`config.mk`:
```
export PLATFORM = sky130hd
export DESIGN_NAME = ser_cfg_port
export DESIGN_NICKNAME = d
export VERILOG_FILES = /design/src/rtl/ser_cfg_pkg.sv /design/src/rtl/ser_sync.sv /design/src/rtl/ser_frame_fsm.sv /design/src/rtl/ser_reg_bank.sv /design/src/rtl/ser_cfg_port.sv
export SDC_FILE = /design/constraint.sdc
export NUM_CORES = 1
export LEC_CHECK = 0
export BUFFER_PORTS_ARGS = -buffer_cell sky130_fd_sc_hd__buf_2
export CAP_MARGIN = 20
export CORE_ASPECT_RATIO = 0.5
export CORE_MARGIN = 1
export CORE_UTILIZATION = 51
export CTS_BUF_LIST = sky130_fd_sc_hd__clkbuf_8
export DETAILED_ROUTE_END_ITERATION = 12
export MAX_ROUTING_LAYER = met4
export PLACE_DENSITY = 0.73
export SETUP_SLACK_MARGIN = 0.15
export SLEW_MARGIN = 30
export SYNTH_ARGS = -nofsm -noshare
export SYNTH_HDL_FRONTEND = slang
export SYNTH_SLANG_ARGS = --single-unit
```
`constraint.sdc`:
```
create_clock -name clk -period 2.42 [get_ports clk]
set_input_delay 0.363 -clock clk [delete_from_list [all_inputs] [get_ports clk]]
set_output_delay 0.363 -clock clk [all_outputs]
set_load 0.01 [all_outputs]
```
`src/rtl/ser_cfg_pkg.sv`:
```
package ser_cfg_pkg;
    localparam int ADDR_W       = 8;
    localparam int DATA_W       = 16;
    localparam int GAIN_W       = 10;
    localparam int GAIN_SEL_BIT = 15;
    localparam logic [ADDR_W-1:0] CTRL_ADDR    = 8'hA2;
    localparam logic [ADDR_W-1:0] GAIN_ADDR    = 8'hA4;
    localparam logic [DATA_W-1:0] CTRL_DEFAULT = 16'h0009;

    typedef enum logic [1:0] {
        ST_IDLE,
        ST_SHIFT,
        ST_FULL,
        ST_OVER
    } frame_state_t;
endpackage

```
`src/rtl/ser_sync.sv`:
```
module ser_sync #(
    parameter int              W       = 4,
    parameter logic [W-1:0]    RST_VAL = '0
) (
    input  logic         clk,
    input  logic         rst_n,
    input  logic [W-1:0] raw_i,
    output logic [W-1:0] lvl_o,
    output logic [W-1:0] prev_o
);
    logic [W-1:0] meta_q;

    always_ff @(posedge clk or negedge rst_n) begin
        if (!rst_n) begin
            meta_q <= RST_VAL;
            lvl_o  <= RST_VAL;
            prev_o <= RST_VAL;
        end else begin
            meta_q <= raw_i;
            lvl_o  <= meta_q;
            prev_o <= lvl_o;
        end
    end
endmodule

```
`src/rtl/ser_frame_fsm.sv`:
```
module ser_frame_fsm
    import ser_cfg_pkg::*;
#(
    parameter int AW = ADDR_W,
    parameter int DW = DATA_W
) (
    input  logic          clk,
    input  logic          rst_n,
    input  logic          cs_fall_i,
    input  logic          cs_rise_i,
    input  logic          sclk_rise_i,
    input  logic          sd_i,
    output logic          commit_o,
    output logic [AW-1:0] addr_o,
    output logic [DW-1:0] data_o
);
    localparam int FB  = AW + DW;
    localparam int CW  = $clog2(FB + 1);
    localparam logic [CW-1:0] LAST = CW'(FB - 1);
    localparam logic [CW-1:0] FULLCNT = CW'(FB);

    frame_state_t    state_q, state_d;
    logic [CW-1:0]   cnt_q;
    logic [FB-1:0]   shreg_q;

    // state register and shift datapath
    always_ff @(posedge clk or negedge rst_n) begin
        if (!rst_n) begin
            state_q <= ST_IDLE;
            cnt_q   <= '0;
            shreg_q <= '0;
        end else begin
            state_q <= state_d;
            if (state_q == ST_IDLE && cs_fall_i) begin
                cnt_q <= '0;
            end else if (state_q == ST_SHIFT && !cs_rise_i && sclk_rise_i) begin
                cnt_q   <= cnt_q + 1'b1;
                shreg_q <= {shreg_q[FB-2:0], sd_i};
            end
        end
    end

    // next-state logic
    always_comb begin
        state_d = state_q;
        unique case (state_q)
            ST_IDLE:  if (cs_fall_i) state_d = ST_SHIFT;
            ST_SHIFT: begin
                if (cs_rise_i)                             state_d = ST_IDLE;
                else if (sclk_rise_i && cnt_q == LAST)     state_d = ST_FULL;
            end
            ST_FULL: begin
                if (cs_rise_i)        state_d = ST_IDLE;
                else if (sclk_rise_i) state_d = ST_OVER;
            end
            ST_OVER:  if (cs_rise_i) state_d = ST_IDLE;
            default:  state_d = ST_IDLE;
        endcase
    end

    // outputs
    always_comb begin
        commit_o = (state_q == ST_FULL) && cs_rise_i;
        addr_o   = shreg_q[FB-1:DW];
        data_o   = shreg_q[DW-1:0];
    end

    AST_CNT_BOUND: assert property (@(posedge clk) disable iff (!rst_n)
        cnt_q <= FULLCNT) else $error("count overflow");
    AST_COMMIT_FULL: assert property (@(posedge clk) disable iff (!rst_n)
        commit_o |-> cnt_q == FULLCNT) else $error("commit without 24 bits");
    AST_SHORT_ABORT: assert property (@(posedge clk) disable iff (!rst_n)
        (state_q == ST_SHIFT && cs_rise_i) |=> state_q == ST_IDLE) else $error("short frame kept");
endmodule

```
`src/rtl/ser_reg_bank.sv`:
```
module ser_reg_bank
    import ser_cfg_pkg::*;
#(
    parameter int AW = ADDR_W,
    parameter int DW = DATA_W,
    parameter int GW = GAIN_W
) (
    input  logic          clk,
    input  logic          rst_n,
    input  logic          commit_i,
    input  logic [AW-1:0] addr_i,
    input  logic [DW-1:0] data_i,
    input  logic          vs_fall_i,
    output logic [DW-1:0] ctrl_o,
    output logic [GW-1:0] gain_o,
    output logic          gain_sel_o,
    output logic          gain_chg_o
);
    logic [GW-1:0] stage_q;
    logic          pend_q;
    logic [GW-1:0] gain_d;
    logic          gain_unused_bits;

    assign gain_unused_bits = ^data_i[GAIN_SEL_BIT-1:GW];

    logic wr_ctrl, wr_gain;
    assign wr_ctrl = commit_i && addr_i == CTRL_ADDR;
    assign wr_gain = commit_i && addr_i == GAIN_ADDR;

    always_comb begin
        gain_d = gain_o;
        if (wr_gain && !data_i[GAIN_SEL_BIT]) gain_d = data_i[GW-1:0];
        else if (!wr_gain && vs_fall_i && pend_q) gain_d = stage_q;
    end

    always_ff @(posedge clk or negedge rst_n) begin
        if (!rst_n) begin
            ctrl_o     <= CTRL_DEFAULT;
            gain_o     <= '0;
            stage_q    <= '0;
            pend_q     <= 1'b0;
            gain_sel_o <= 1'b0;
            gain_chg_o <= 1'b0;
        end else begin
            gain_o     <= gain_d;
            gain_chg_o <= gain_d != gain_o;
            if (wr_ctrl) ctrl_o <= data_i;
            if (wr_gain) begin
                stage_q    <= data_i[GW-1:0];
                gain_sel_o <= data_i[GAIN_SEL_BIT];
                pend_q     <= data_i[GAIN_SEL_BIT];
            end else if (vs_fall_i) begin
                pend_q <= 1'b0;
            end
        end
    end

    AST_CTRL_HOLD: assert property (@(posedge clk) disable iff (!rst_n)
        !commit_i |=> $stable(ctrl_o)) else $error("ctrl moved without commit");
    AST_GAIN_HOLD: assert property (@(posedge clk) disable iff (!rst_n)
        (!commit_i && !vs_fall_i) |=> $stable(gain_o)) else $error("gain moved");
    AST_CHG_REAL: assert property (@(posedge clk) disable iff (!rst_n)
        $rose(gain_chg_o) |-> gain_o != $past(gain_o)) else $error("pulse without change");
    AST_PEND_CLEAR: assert property (@(posedge clk) disable iff (!rst_n)
        (vs_fall_i && !commit_i) |=> !pend_q) else $error("pending not cleared");
endmodule

```
`src/rtl/ser_cfg_port.sv`:
```
module ser_cfg_port
    import ser_cfg_pkg::*;
#(
    parameter int AW = ADDR_W,
    parameter int DW = DATA_W,
    parameter int GW = GAIN_W
) (
    input  logic          clk,
    input  logic          rst_n,
    input  logic          cs_n,
    input  logic          sclk,
    input  logic          sdata,
    input  logic          vsync,
    output logic [DW-1:0] ctrl_q,
    output logic [GW-1:0] gain_q,
    output logic          gain_on_vsync,
    output logic          gain_chg
);
    localparam int NSIG = 4;

    logic [NSIG-1:0] lvl, prev;
    logic cs_fall, cs_rise, sclk_rise, vs_fall, commit;
    logic [AW-1:0] addr;
    logic [DW-1:0] data;

    ser_sync #(.W(NSIG), .RST_VAL(4'b1001)) sync_i (
        .clk(clk), .rst_n(rst_n),
        .raw_i({vsync, sdata, sclk, cs_n}),
        .lvl_o(lvl), .prev_o(prev)
    );

    assign cs_rise   =  lvl[0] & ~prev[0];
    assign cs_fall   = ~lvl[0] &  prev[0];
    assign sclk_rise =  lvl[1] & ~prev[1];
    assign vs_fall   = ~lvl[3] &  prev[3];

    ser_frame_fsm #(.AW(AW), .DW(DW)) fsm_i (
        .clk(clk), .rst_n(rst_n),
        .cs_fall_i(cs_fall), .cs_rise_i(cs_rise),
        .sclk_rise_i(sclk_rise), .sd_i(lvl[2]),
        .commit_o(commit), .addr_o(addr), .data_o(data)
    );

    ser_reg_bank #(.AW(AW), .DW(DW), .GW(GW)) bank_i (
        .clk(clk), .rst_n(rst_n),
        .commit_i(commit), .addr_i(addr), .data_i(data),
        .vs_fall_i(vs_fall),
        .ctrl_o(ctrl_q), .gain_o(gain_q),
        .gain_sel_o(gain_on_vsync), .gain_chg_o(gain_chg)
    );
endmodule

```
; ---- Yosys cells after proc, flatten, opt, wreduce, memory -nomap -nowiden
; Cells that the tools add are included.
; W data, S select, Z words.
[word_totals]
register_bits = 82
input_bits = 6
output_inout_bits = 28
wordCells = 64
[classes]
add_sub_neg = 1
n_eq_ne = 11
n_mux = 13
bitwise_logic = 9
n_reduce_logical = 18
[op_table]
columns = op, n
row1 = $mux W10, 2
row2 = $eq A8 B8 Y1 const B, 2
row3 = $mux W2, 6
row4 = $logic_and A1 B1 Y1, 10
row5 = $mux W5, 2
row6 = $ne A10 B10 Y1, 1
row7 = $pmux W2 S4, 1
row8 = $add A5 B1 Y5 const B, 1
row9 = $eq A5 B5 Y1 const B, 1
row10 = $not A1 Y1, 5
row11 = $and A1 B1 Y1, 4
row12 = $eq A2 B2 Y1 const B, 2
row13 = $ne A2 B1 Y1 const B, 2
row14 = $reduce_and A4 Y1, 1
row15 = $reduce_bool A2 Y1, 2
row16 = $logic_not A1 Y1, 3
row17 = $ne A3 B1 Y1 const B, 1
row18 = $ne A3 B2 Y1 const B, 1
row19 = $eq A2 B1 Y1 const B, 1
row20 = $logic_not A2 Y1, 1
row21 = $mux W1, 2
row22 = $reduce_and A2 Y1, 1

; ---- Longest topological paths before layout
[depth]
ltp_word = 10
mapped_depth = 7
ltp_nobuf = 6

; ---- Modules after synthesis
; Synthesis repeated with hierarchy kept, for this count alone.
[unflattened]
cells_unflattened = 305
hier_area_um2 = 3403.3
[by_module_without_submodules]
columns = mod, instances, cells_per_inst, area_each_um2
row1 = ser_reg_bank, 1, 151, 1805.5
row2 = ser_frame_fsm, 1, 138, 1262.5
row3 = ser_sync, 1, 12, 307.8
row4 = ser_cfg_port, 1, 4, 27.5

; ---- Worst setup path before layout
; Ideal clock, no wire load.
[synth_path]
path_kind = register to register
startpoint = register sync_i.lvl_o[0]
endpoint = register bank_i.gain_chg_o
setup_time_ns = 0.126
arrival_ns = 2.380
required_ns = 2.294
slack_ns = -0.086
path_stages_with_launch = 8
path_buffers = 1
period_less_slack_ns = 2.506
cell_sequence = dfstp_2 or4b_4 or4_4 buf_6 nand2_4 o22ai_2 a221o_1 a221o_1
[synth_between]
elab_chain_len = 9
elab_cells_between_ends = 10
[synth_lines]
columns = element, line_no
row1 = start: declaration, ser_sync.sv:8  ; output logic [W-1:0] lvl_o,
row2 = start signal: assignment, ser_sync.sv:20  ; lvl_o <= meta_q;
row3 = $and A1 B1 Y1 (*), ser_cfg_port.sv:32  ; assign cs_rise = lvl[0] & ~prev[0];
row4 = $logic_and A1 B1 Y1 (*), ser_frame_fsm.sv:63  ; commit_o = (state_q == ST_FULL) && cs_rise_i;
row5 = $logic_and A1 B1 Y1 (*), ser_reg_bank.sv:28  ; assign wr_gain = commit_i && addr_i == GAIN_ADDR;
row6 = $logic_not A1 Y1, ser_reg_bank.sv:33  ; else if (!wr_gain && vs_fall_i && pend_q) gain_d = stage_q;
row7 = $logic_and A1 B1 Y1 (2 in a row), ser_reg_bank.sv:33
row8 = $mux W10, ser_reg_bank.sv:33
row9 = $mux W10 (*), ser_reg_bank.sv:32  ; if (wr_gain && !data_i[GAIN_SEL_BIT]) gain_d = data_i[GW-1:0];
row10 = $ne A10 B10 Y1 (*), ser_reg_bank.sv:46  ; gain_chg_o <= gain_d != gain_o;
row11 = end signal: assignment, ser_reg_bank.sv:46
row12 = end: declaration, ser_reg_bank.sv:17  ; output logic gain_chg_o
; Mark *: on every way between the ends. The rest lies on a longest branch, timed or not.
; A chain may end at the register's enable or synchronous reset.

; ---- Worst setup path after layout
; Ends and elaborated chain as after synthesis.

==> summary.md <==
| Metric | Value |
|---|---|
| Pin count of the biggest net entering global routing | `42` |
| Hold path cells | `1` |
| Final cell count without fillers | `421` |
| Starting Density | `53.95%` |
| Final min period | `between 2000 and 2500 ps` |
| Seq/Total Area, Yosys | `60.84%` |
| 1st-pass router iterations | `4` |
| Area growth from synthesis to layout | `18.31%` |
| Critical Path Sink Type | `register` |
| Slowest stage cell, crit path | `dfstp_2` |
| Clock Pin Slew Worst Setup and Hold Paths | `80 ps` |
| Die X | `about 120 um` |
| Count of flip-flops with a built-in enable after synthesis | `0` |
| Worst Hold Slack | `93.92 ps` |
| First-pass GRT wire length | `10230 um` |
| Fmax | `roughly 420 MHz` |
| Final Net Count | `335` |
| Worst Path Arrival | `2610 ps` |
| RSZ-0062 raised after global routing | `yes` |
| Filler instances | `515` |
| Initial DRC count | `89` |
| Hold Crit Class | `in2reg` |
| IR drop worst, VDD | `0.3011 mV` |
| Slew @ Worst Pin | `526.1 ps` |
| Most frequent cells in the layout | `73 x dfrtp_1, 53 x nand2_1, 39 x mux2_2` |
| WS Path Type | `reg2reg` |
| Synth top area share | `54.56%` |
| Clk_skew | `8.915 ps` |
| Largest family of logic cells by synthesized area | `simple AND/OR/NAND/NOR gates` |
| Synthesized-area fraction occupied by adder cells | `0.3737%` |
| CP Launch Type | `register` |
| Total die area | `0.006913 sq mm` |
| Commonest non-fill, non-tap cell in the layout | `dfrtp_1` |
| Most used cell, CP | `buf_4` |
| Final Setup Violations | `0` |
| Crit path depth | `8` |
| Syn Area/Cell | `12.22 sq um` |
| Num CTS Buffers | `9` |
| TritonCTS clock tree | `yes` |
| Cells after Synth | `274` |
| Die height | `59.30 um` |
| GRT Total Usage | `21.11%` |
| Largest fanout on the critical path | `3` |
| # rows | `20` |
| Final hold vios | `0` |
| Dominant cells by area after synthesis | `dfrtp_1 55%, mux2_2 13%, dfstp_2 6.3%` |
| Initial antenna violation count | `0` |
| Mux share of post-synthesis cell area | `13.12%` |
| Crit-path max cell delay | `roughly 530 ps` |
| Synth async-reset ratio | `100.0%` |
| Num ports | `34` |
| Routed wire per std cell | `14.85 um` |
| Detailed Route WL | `6253 um` |
| Total gr overflow | `0` |
| Netlist cell types | `38` |
| Fin. max-slew vios | `0` |
| Bufs on Longest Clock Path | `2` |
| Vias per Instance | `roughly 5.3` |
| Vias in the first global route | `2130` |
| Leakage power | `2.061 nW` |
| Worst slew margin | `~65%` |
| Simple-Gate Fraction of Synth Area | `between 10% and 20%` |
| Dpl cells | `402` |
| Data required, critical path | `2670 ps` |
| Leading area contributor after synthesis | `dfrtp_1` |
| Layout cell share with drive strength beyond 1 | `36.94%` |
| Routed vias | `2218` |
| Xor and xnor fraction of the mapped netlist area | `around 4.4%` |
| CTS root buffer | `clkbuf_8` |
| Synth Flop Type | `dfrtp_1` |
| Core box area | `0.006206 sq mm` |
| Max cap viols | `0` |
| Cell family with most CP delay | `simple AND/OR/NAND/NOR gates` |
| Critical Path, Cell by Cell | `or4b_4 -> buf_4 -> nor3_1 -> nand2_1 -> o22ai_2 -> buf_4 -> o221ai_1 -> a221o_1` |
| Buffers on Ports | `33` |
| H-tree Lvls | `3` |
| Synth Cell Area | `between 0.003 and 0.004 sq mm` |
| GP Congestion | `0.8694` |
| Post-route ant nets | `0` |
| Register bit total from synthesis | `81` |
| Yosys Warn Count | `0` |
| Clock sink count | `81` |
| Worst-Skew Late Latency | `360 ps` |
| Synth Area in Compound Gates | `approximately 5.6%` |
| Synthesized netlist net count | `281` |
| Setup TNS Final | `0 ps` |
| Post-route DRC | `0` |
| Worst r2r path cells | `8` |
| Outcome | `complete, no violations` |
| Ant. Diodes | `0` |
| Detailed Place HPWL | `approximately 4200 um` |
| PwrDens | `just under 700 mW/mm^2` |
| Worst path buffer plus inverter count | `2` |
| Tcrit/Tclk final | `a little over nine tenths` |
kinds of logic (layout without fill, tap and decap cells):
family,Yosys count,in the layout
compound gates,26,26
xor+xnor,17,17
fa+ha+maj,1,1
buf+inv,14,73
flops,81,81
mux,39,39
simple gates,96,96
cell usage after synthesis, types with 2 or more instances:
master    count
nor3_1        5
inv_1         6
dfrtp_1      73
a22oi_1       7
nand2_1      53
dfstp_2       8
nor2_1       16
or4b_4        2
nor4_1        2
xor2_1       10
nand3_1       2
mux2_2       39
xnor2_1       7
clkbuf_1      6
nor2b_1       2
a21oi_1       2
nand4_1       3
a221o_1       3
nand2b_1      3
o21ai_0       7
routing by layer:
| layer | track usage [%] | vias to the layer above | share of wire [%] |
|---|---|---|---|
| met2 | 31.70 | 34 | 48 |
| met4 | 9.042 | 0 | 1.8 |
| li1 | - | 1056 | - |
| met1 | 26.01 | 1116 | 46 |
| met3 | 7.669 | 12 | 3.9 |
| met5 | - | - | 0 |
sequential cells by signal, summed over array words and instances, names as in the netlist:
signal / count
bank_i.pend_q: 1
bank_i.gain_chg_o: 1
sync_i.prev_o: 3
sync_i.lvl_o: 4
fsm_i.cnt_q: 5
fsm_i.shreg_q: 24
fsm_i.state_q: 2
sync_i.meta_q: 4
bank_i.gain_o: 10
bank_i.stage_q: 10
bank_i.gain_sel_o: 1
bank_i.ctrl_o: 16
path summary, 6_finish.rpt:
check	from	to	slack, ps
setup / recovery	sync_i.lvl_o[0]	bank_i.gain_chg_o	60
hold / removal	vsync	sync_i.meta_q[3]	90
setup reg to reg	sync_i.lvl_o[0]	bank_i.gain_chg_o	60
hold reg to reg	sync_i.meta_q[2]	sync_i.lvl_o[2]	350
max in group asynchronous	rst_n	bank_i.ctrl_o[3]	1220
min in group asynchronous	rst_n	bank_i.ctrl_o[12]	530
repair_timing:
item,in CTS,in global routing
hold buffers,1,0
pin swaps,3,2
gates resized for setup,0,4
endpoints found under the hold margin,36,0
buffers inserted,1,1
setup endpoints to repair,10,11
per-stage QoR:
stage                     setup WS [ps]  area, sq um  total power [mW]  utilization (%)
after floorplan                  -86.04         3351             1.622                -
after global placement            50.37         3720             1.709            59.94
after global routing              3.779         3961             2.780            63.83
after detailed placement          39.95         3720             1.721            59.94
after CTS                         46.57         3935             2.698            63.41
final                             58.48         3961             2.670            63.83
worst register-to-register path: cells and delay by family (launching register included):
family	cells	cell delay (ps)
AOI/OAI and AO/OA	3	600
buffers and inverters	2	310
DFF	1	530
and+or+nand+nor	3	810
layout make-up:
type / instances / area (sq um) / area share (%)
clock buffers: 10 / 137.6 / 3.474
clock inverters: 6 / 60.06 / 1.516
inverters: 6 / 22.52 / 0.5685
multi-input cells: 179 / 1272 / 32.12
flip-flops and latches: 81 / 2037 / 51.42
well taps: 88 / 110.1 / 2.780
repair buffers: 51 / 321.6 / 8.117
report_power, final:
part           switching (mW)  internal [mW]  leakage, nW
Combinational          0.0929         0.0973        0.876
Sequential             0.0887           1.42         1.08
Clock                   0.474          0.499        0.103
Note: power is estimated with default switching activity, not from simulation.
